File: src/rtl/frac_baud_pkg.sv
package frac_baud_pkg;

  typedef enum logic [1:0] {
    DIV_BY_1 = 2'd0,
    DIV_BY_2 = 2'd1,
    DIV_BY_4 = 2'd2,
    DIV_BY_8 = 2'd3
  } div_sel_e;

  // Mask for a prescaler of ratio 2**sel, CW bits wide.
  function automatic logic [7:0] ratio_mask(input logic [2:0] sel);
    logic [7:0] m;
    m = '0;
    for (int i = 0; i < 8; i++) begin
      m[i] = (i < int'(sel));
    end
    return m;
  endfunction

  // Slot s is lengthened when its bit-reversed index is below the fraction.
  function automatic logic slot_lengthened(input logic [7:0] rev_slot,
                                           input logic [7:0] fraction);
    return rev_slot < fraction;
  endfunction

endpackage

File: src/rtl/baud_prescaler.sv
module baud_prescaler #(
  parameter int DIV_W = 2
) (
  input  logic             clk,
  input  logic             rst_n,
  input  logic             run,
  input  logic [DIV_W-1:0] sel,
  output logic             strobe
);
  import frac_baud_pkg::*;

  localparam int CW = (1 << DIV_W) - 1;

  logic [CW-1:0] pcnt;
  logic [CW-1:0] mask;
  logic [7:0]    mask_full;

  always_comb begin
    mask_full = ratio_mask(3'(sel));
    mask      = mask_full[CW-1:0];
  end

  assign strobe = run && (pcnt >= mask);

  always_ff @(posedge clk) begin
    if (!rst_n) begin
      pcnt <= '0;
    end else if (!run || strobe) begin
      pcnt <= '0;
    end else begin
      pcnt <= pcnt + CW'(1);
    end
  end

endmodule

File: src/rtl/baud_frac_seq.sv
module baud_frac_seq #(
  parameter int FRAC_W = 4
) (
  input  logic              clk,
  input  logic              rst_n,
  input  logic              run,
  input  logic              advance,
  input  logic [FRAC_W-1:0] frac,
  output logic [FRAC_W-1:0] phase,
  output logic              stretch
);
  import frac_baud_pkg::*;

  logic [FRAC_W-1:0] rev;

  for (genvar i = 0; i < FRAC_W; i++) begin : g_rev
    assign rev[i] = phase[FRAC_W-1-i];
  end

  assign stretch = slot_lengthened(8'(rev), 8'(frac));

  always_ff @(posedge clk) begin
    if (!rst_n) begin
      phase <= '0;
    end else if (!run) begin
      phase <= '0;
    end else if (advance) begin
      phase <= phase + FRAC_W'(1);
    end
  end

endmodule

File: src/rtl/baud_reload_ctr.sv
module baud_reload_ctr #(
  parameter int RELOAD_W = 8
) (
  input  logic                clk,
  input  logic                rst_n,
  input  logic                run,
  input  logic                strobe,
  input  logic                stretch,
  input  logic [RELOAD_W-1:0] reload,
  output logic                uf
);
  logic [RELOAD_W-1:0] cnt;
  logic                dly_done;
  logic                at_zero;
  logic                hold;

  assign at_zero = (cnt == '0);
  assign hold    = stretch && !dly_done;
  assign uf      = strobe && at_zero && !hold;

  always_ff @(posedge clk) begin
    if (!rst_n) begin
      cnt      <= '0;
      dly_done <= 1'b0;
    end else if (!run) begin
      cnt      <= '0;
      dly_done <= 1'b0;
    end else if (strobe) begin
      if (!at_zero) begin
        cnt <= cnt - RELOAD_W'(1);
      end else if (hold) begin
        dly_done <= 1'b1;
      end else begin
        cnt      <= reload;
        dly_done <= 1'b0;
      end
    end
  end

endmodule

File: src/rtl/frac_baud_gen.sv
module frac_baud_gen #(
  parameter int DIV_W    = 2,
  parameter int RELOAD_W = 8,
  parameter int FRAC_W   = 4
) (
  input  logic                clk,
  input  logic                rst_n,
  input  logic                cnt_en,
  input  logic [DIV_W-1:0]    div_sel,
  input  logic [RELOAD_W-1:0] reload,
  input  logic [FRAC_W-1:0]   frac,
  output logic                os_tick,
  output logic                tick_en
);
  logic              pstb;
  logic              uf;
  logic              stretch;
  logic [FRAC_W-1:0] phase;

  baud_prescaler #(.DIV_W(DIV_W)) u_pre (
    .clk    (clk),
    .rst_n  (rst_n),
    .run    (cnt_en),
    .sel    (div_sel),
    .strobe (pstb)
  );

  baud_frac_seq #(.FRAC_W(FRAC_W)) u_seq (
    .clk     (clk),
    .rst_n   (rst_n),
    .run     (cnt_en),
    .advance (uf),
    .frac    (frac),
    .phase   (phase),
    .stretch (stretch)
  );

  baud_reload_ctr #(.RELOAD_W(RELOAD_W)) u_ctr (
    .clk     (clk),
    .rst_n   (rst_n),
    .run     (cnt_en),
    .strobe  (pstb),
    .stretch (stretch),
    .reload  (reload),
    .uf      (uf)
  );

  always_ff @(posedge clk) begin
    if (!rst_n) begin
      os_tick <= 1'b0;
      tick_en <= 1'b0;
    end else begin
      os_tick <= uf;
      if (!cnt_en) begin
        tick_en <= 1'b0;
      end else if (uf) begin
        tick_en <= 1'b1;
      end
    end
  end

endmodule

File: config.mk
export PLATFORM = sky130hd
export DESIGN_NAME = frac_baud_gen
export DESIGN_NICKNAME = d
export VERILOG_FILES = /design/src/rtl/frac_baud_pkg.sv /design/src/rtl/baud_prescaler.sv /design/src/rtl/baud_frac_seq.sv /design/src/rtl/baud_reload_ctr.sv /design/src/rtl/frac_baud_gen.sv
export SDC_FILE = /design/constraint.sdc
export NUM_CORES = 1
export LEC_CHECK = 0
export ABC_AREA = 1
export BUFFER_PORTS_ARGS = -buffer_cell sky130_fd_sc_hd__buf_2
export CORE_MARGIN = 3
export CORE_UTILIZATION = 35
export CTS_CLUSTER_DIAMETER = 80
export DETAILED_ROUTE_END_ITERATION = 10
export SLEW_MARGIN = 0
export SYNTH_ARGS = -nofsm -noshare
export SYNTH_HDL_FRONTEND = slang
export SYNTH_HIERARCHICAL = 1
export SYNTH_SLANG_ARGS = --single-unit
File: constraint.sdc
create_clock -name clk -period 2.4 [get_ports clk]
set_input_delay 0.24 -clock clk [delete_from_list [all_inputs] [get_ports clk]]
set_output_delay 0.24 -clock clk [all_outputs]
set_load 0.01 [all_outputs]
==> flow_summary.yaml <==
timing:
  period_needed_ns: 1.981
  slew-limit-headroom: 0.7378
  tightest_slew_ns: 0.3933
  layout_setup_ws_ns: 0.4189
  finClkSkew_ns: 0.004014
  slew_violations: 0
  clock.fmax_ghz: 0.5048
  rsz0062_at_grt: "no"
  setup_viol: 0
  tns_ns: 0
  finalHoldViolations: 0
  period_share: 0.8255
grt:
  grt_max_degree: 12
  grt_overflow_total: 0
  antenna_found_initial: 0
  grt_pass1_wl_um: 3767
  grt_use_total: 0.1140
  grt_pass1_vias: 910
die:
  die-area_mm2: 0.004021
  core_mm2: 0.003103
  chipHeight_um: 63.41
  start_util: 0.3718
  die_w_um: 63.41
  core.rowCount: 20
  ioPinCount: 19
drt:
  ant_nets: 0
  routed_wl_um: 2087
  drc: 0
  drt_pass1_iterations: 4
  drt-initial-drc-count: 30
  vias: 1041
  wl_per_cell_um: 8.660
  viasPerCell: 4.320
power:
  peakVddDrop_v: 0.0002812
  clkPwrFrac: 0.330
  seqPwrFrac: 0.550
  power_leakage_nw: 0.6796
  intPower_uw: 423.2
  cellPowerDensity_mw_per_mm2: 419.7
  p_switching_uw: 130.8
  swShare: 0.2361
  pwr-share-comb: 0.121
setup_path:
  cp-start-kind: "register"
  slowest_delay_ns: 0.36
  slowest_stage: "dfxtp_1"
  crit_type: "reg -> reg"
  critPathArrivalTime_ns: 2.17
  cp_max_fo: 10
  crit_family: "simple AND/OR/NAND/NOR gates"
  worstPathRequired_ns: 2.59
  cp-end-kind: "register"
  path_buf_inv: 4
  cp_cell_sequence: "inv_1 > ha_1 > inv_1 > nand2_1 > nand2_2 > a21boi_1 > inv_1 > nor3_1 > buf_4 > nand2_2 > nor2_2 > nand2_1 > nand2_1 > nor2_1"
synthesis:
  synthCells: 176
  ys_ff_latch: 18
  ys_types: 22
  syn-num-nets: 203
  netlist_area_mm2: 0.001154
  yosysWarnings: 6
  synth_seq_area_share: 0.3124
  syn_avg_cell_area_um2: 6.555
finish:
  drive_above_1_share: 0.1675
  syn_to_final_growth_pct: 14.43
  diodes: 0
  nFillCells: 362
  fin_util: 0.4254
  layout.nets: 225
clocking:
  path_clk_slew_ns: 0.10
  cts_setup_buffers: 0
  tritoncts: "yes"
  cts_root_buf: "clkbuf_4"
  ctsResizeCount: 0
  clkSinkCount: 18
  h-tree-depth: 1
  worstSkewPairLatency_ns: 0.29
  clockBufferDepth: 2
  cts_buffers: 3
  cts-hold-fix-buffers: 0
status:
  run_status: "finished, final reports clean"
placed_design:
  dpl.hpwl_um: 1642
  gp_congestion: 0.7766
  place_ws_ns: 0.2672
  io_buffers: 18
hold_path:
  hp-class: "in -> reg"
flow_run:
  max_cap_viol_count: 0
==> sequential cells by signal (all words and copies together) (netlist names) <==
register / cells
u_seq/phase: 4
u_ctr/dly_done: 1
u_pre/pcnt: 3
os_tick: 1
tick_en: 1
u_ctr/cnt: 8
==> worst reg2reg max path: stages (launching register included) <==
cell and delay (ns):
dfxtp_1 0.36, inv_1 0.06, ha_1 0.27, inv_1 0.03, nand2_1 0.06, nand2_2 0.06, a21boi_1 0.24, inv_1 0.09
nor3_1 0.21, buf_4 0.20, nand2_2 0.06, nor2_2 0.11, nand2_1 0.05, nand2_1 0.05, nor2_1 0.03
==> routing by layer <==
layer / track usage / routed length, um
met5: 0 / 0
met4: 0.04043 / 17
met3: 0.02674 / 84
met2: 0.1721 / 858
met1: 0.1575 / 1128
==> placed cells by master, fill, tap and decap left out <==
cell / n
nand2_2: 4
nor2_2: 3
nand3_1: 11
clkbuf_8: 1
nand2_1: 47
clkinv_1: 1
inv_1: 25
a21boi_1: 1
nand3_2: 1
buf_4: 1
clkbuf_4: 3
a21o_1: 1
nand3b_1: 1
xnor2_1: 2
nor3_1: 2
or2_1: 1
a211oi_1: 1
buf_2: 18
o21ai_0: 7
ha_1: 10
inv_2: 1
dfxtp_1: 18
nor2_1: 23
a21oi_2: 1
a21oi_1: 13
==> cells by family after synthesis <==
logic type	share of synthesized area
adders and majority gates	0.1085
xor gates and xnor gates	0.01519
AOI/OAI and AO/OA	0.1139
and+or+nand+nor	0.3427
DFF	0.3124
buffers and inverters	0.1074
==> synth_stat cells <==
cell | n | share of area
clkinv_1 | 1 | 0.0033
nor2_2 | 3 | 0.016
nand2_1 | 47 | 0.15
nand3_1 | 11 | 0.048
nor3_1 | 2 | 0.0087
nand2_2 | 4 | 0.022
or2_1 | 1 | 0.0054
nand3_2 | 1 | 0.0087
xnor2_1 | 2 | 0.015
o21ai_0 | 7 | 0.030
a21oi_1 | 13 | 0.056
inv_1 | 25 | 0.081
nand3b_1 | 1 | 0.0065
a21o_1 | 1 | 0.0065
a21oi_2 | 1 | 0.0076
ha_1 | 10 | 0.11
inv_2 | 1 | 0.0033
nor2_1 | 23 | 0.075
a21boi_1 | 1 | 0.0065
dfxtp_1 | 18 | 0.31
a211oi_1 | 1 | 0.0065
buf_6 | 2 | 0.020
==> per-stage QoR <==
step | cells | hold WS [ns] | total power [mW] | cell area, um^2
floorplan | 176 | 0.3376 | 0.3572 | 1154
global placement | 237 | 0.4332 | 0.3791 | 1284
detailed placement | 237 | 0.4376 | 0.3791 | 1284
CTS | 241 | 0.1883 | 0.5682 | 1320
global route | 241 | 0.2049 | 0.5875 | 1320
finish | 241 | 0.1982 | 0.5540 | 1320
==> area by class of cell <==
class	count	area, um^2	share of cell area
Clock buffer	4	36.28	0.02749
Tap cell	44	55.05	0.04171
Multi-Input combinational cell	129	669.4	0.5071
Timing Repair Buffer	19	97.59	0.07393
Inverter	27	101.3	0.07678
Sequential cell	18	360.3	0.2730
==> power groups by stage <==
| stage | sequential (mW) | clock, mW | combinational, mW |
|---|---|---|---|
| floorplan | 0.311 | 0 | 0.0462 |
| global placement | 0.311 | 0 | 0.0677 |
| detailed placement | 0.311 | 0 | 0.0677 |
| CTS | 0.305 | 0.196 | 0.0681 |
| global route | 0.305 | 0.203 | 0.0797 |
| finish | 0.304 | 0.183 | 0.0670 |
==> path summary, 6_finish.rpt <==
path,startpoint,endpoint,slack [ns],depth (start not counted)
hold reg to reg,u_pre/pcnt[0],u_pre/pcnt[0],0.45,1
setup reg to reg,u_pre/pcnt[0],u_seq/phase[3],0.42,14
setup / recovery,u_pre/pcnt[0],u_seq/phase[3],0.42,14
hold / removal,rst_n,os_tick,0.20,3
Note: power is estimated with default switching activity, not from simulation.
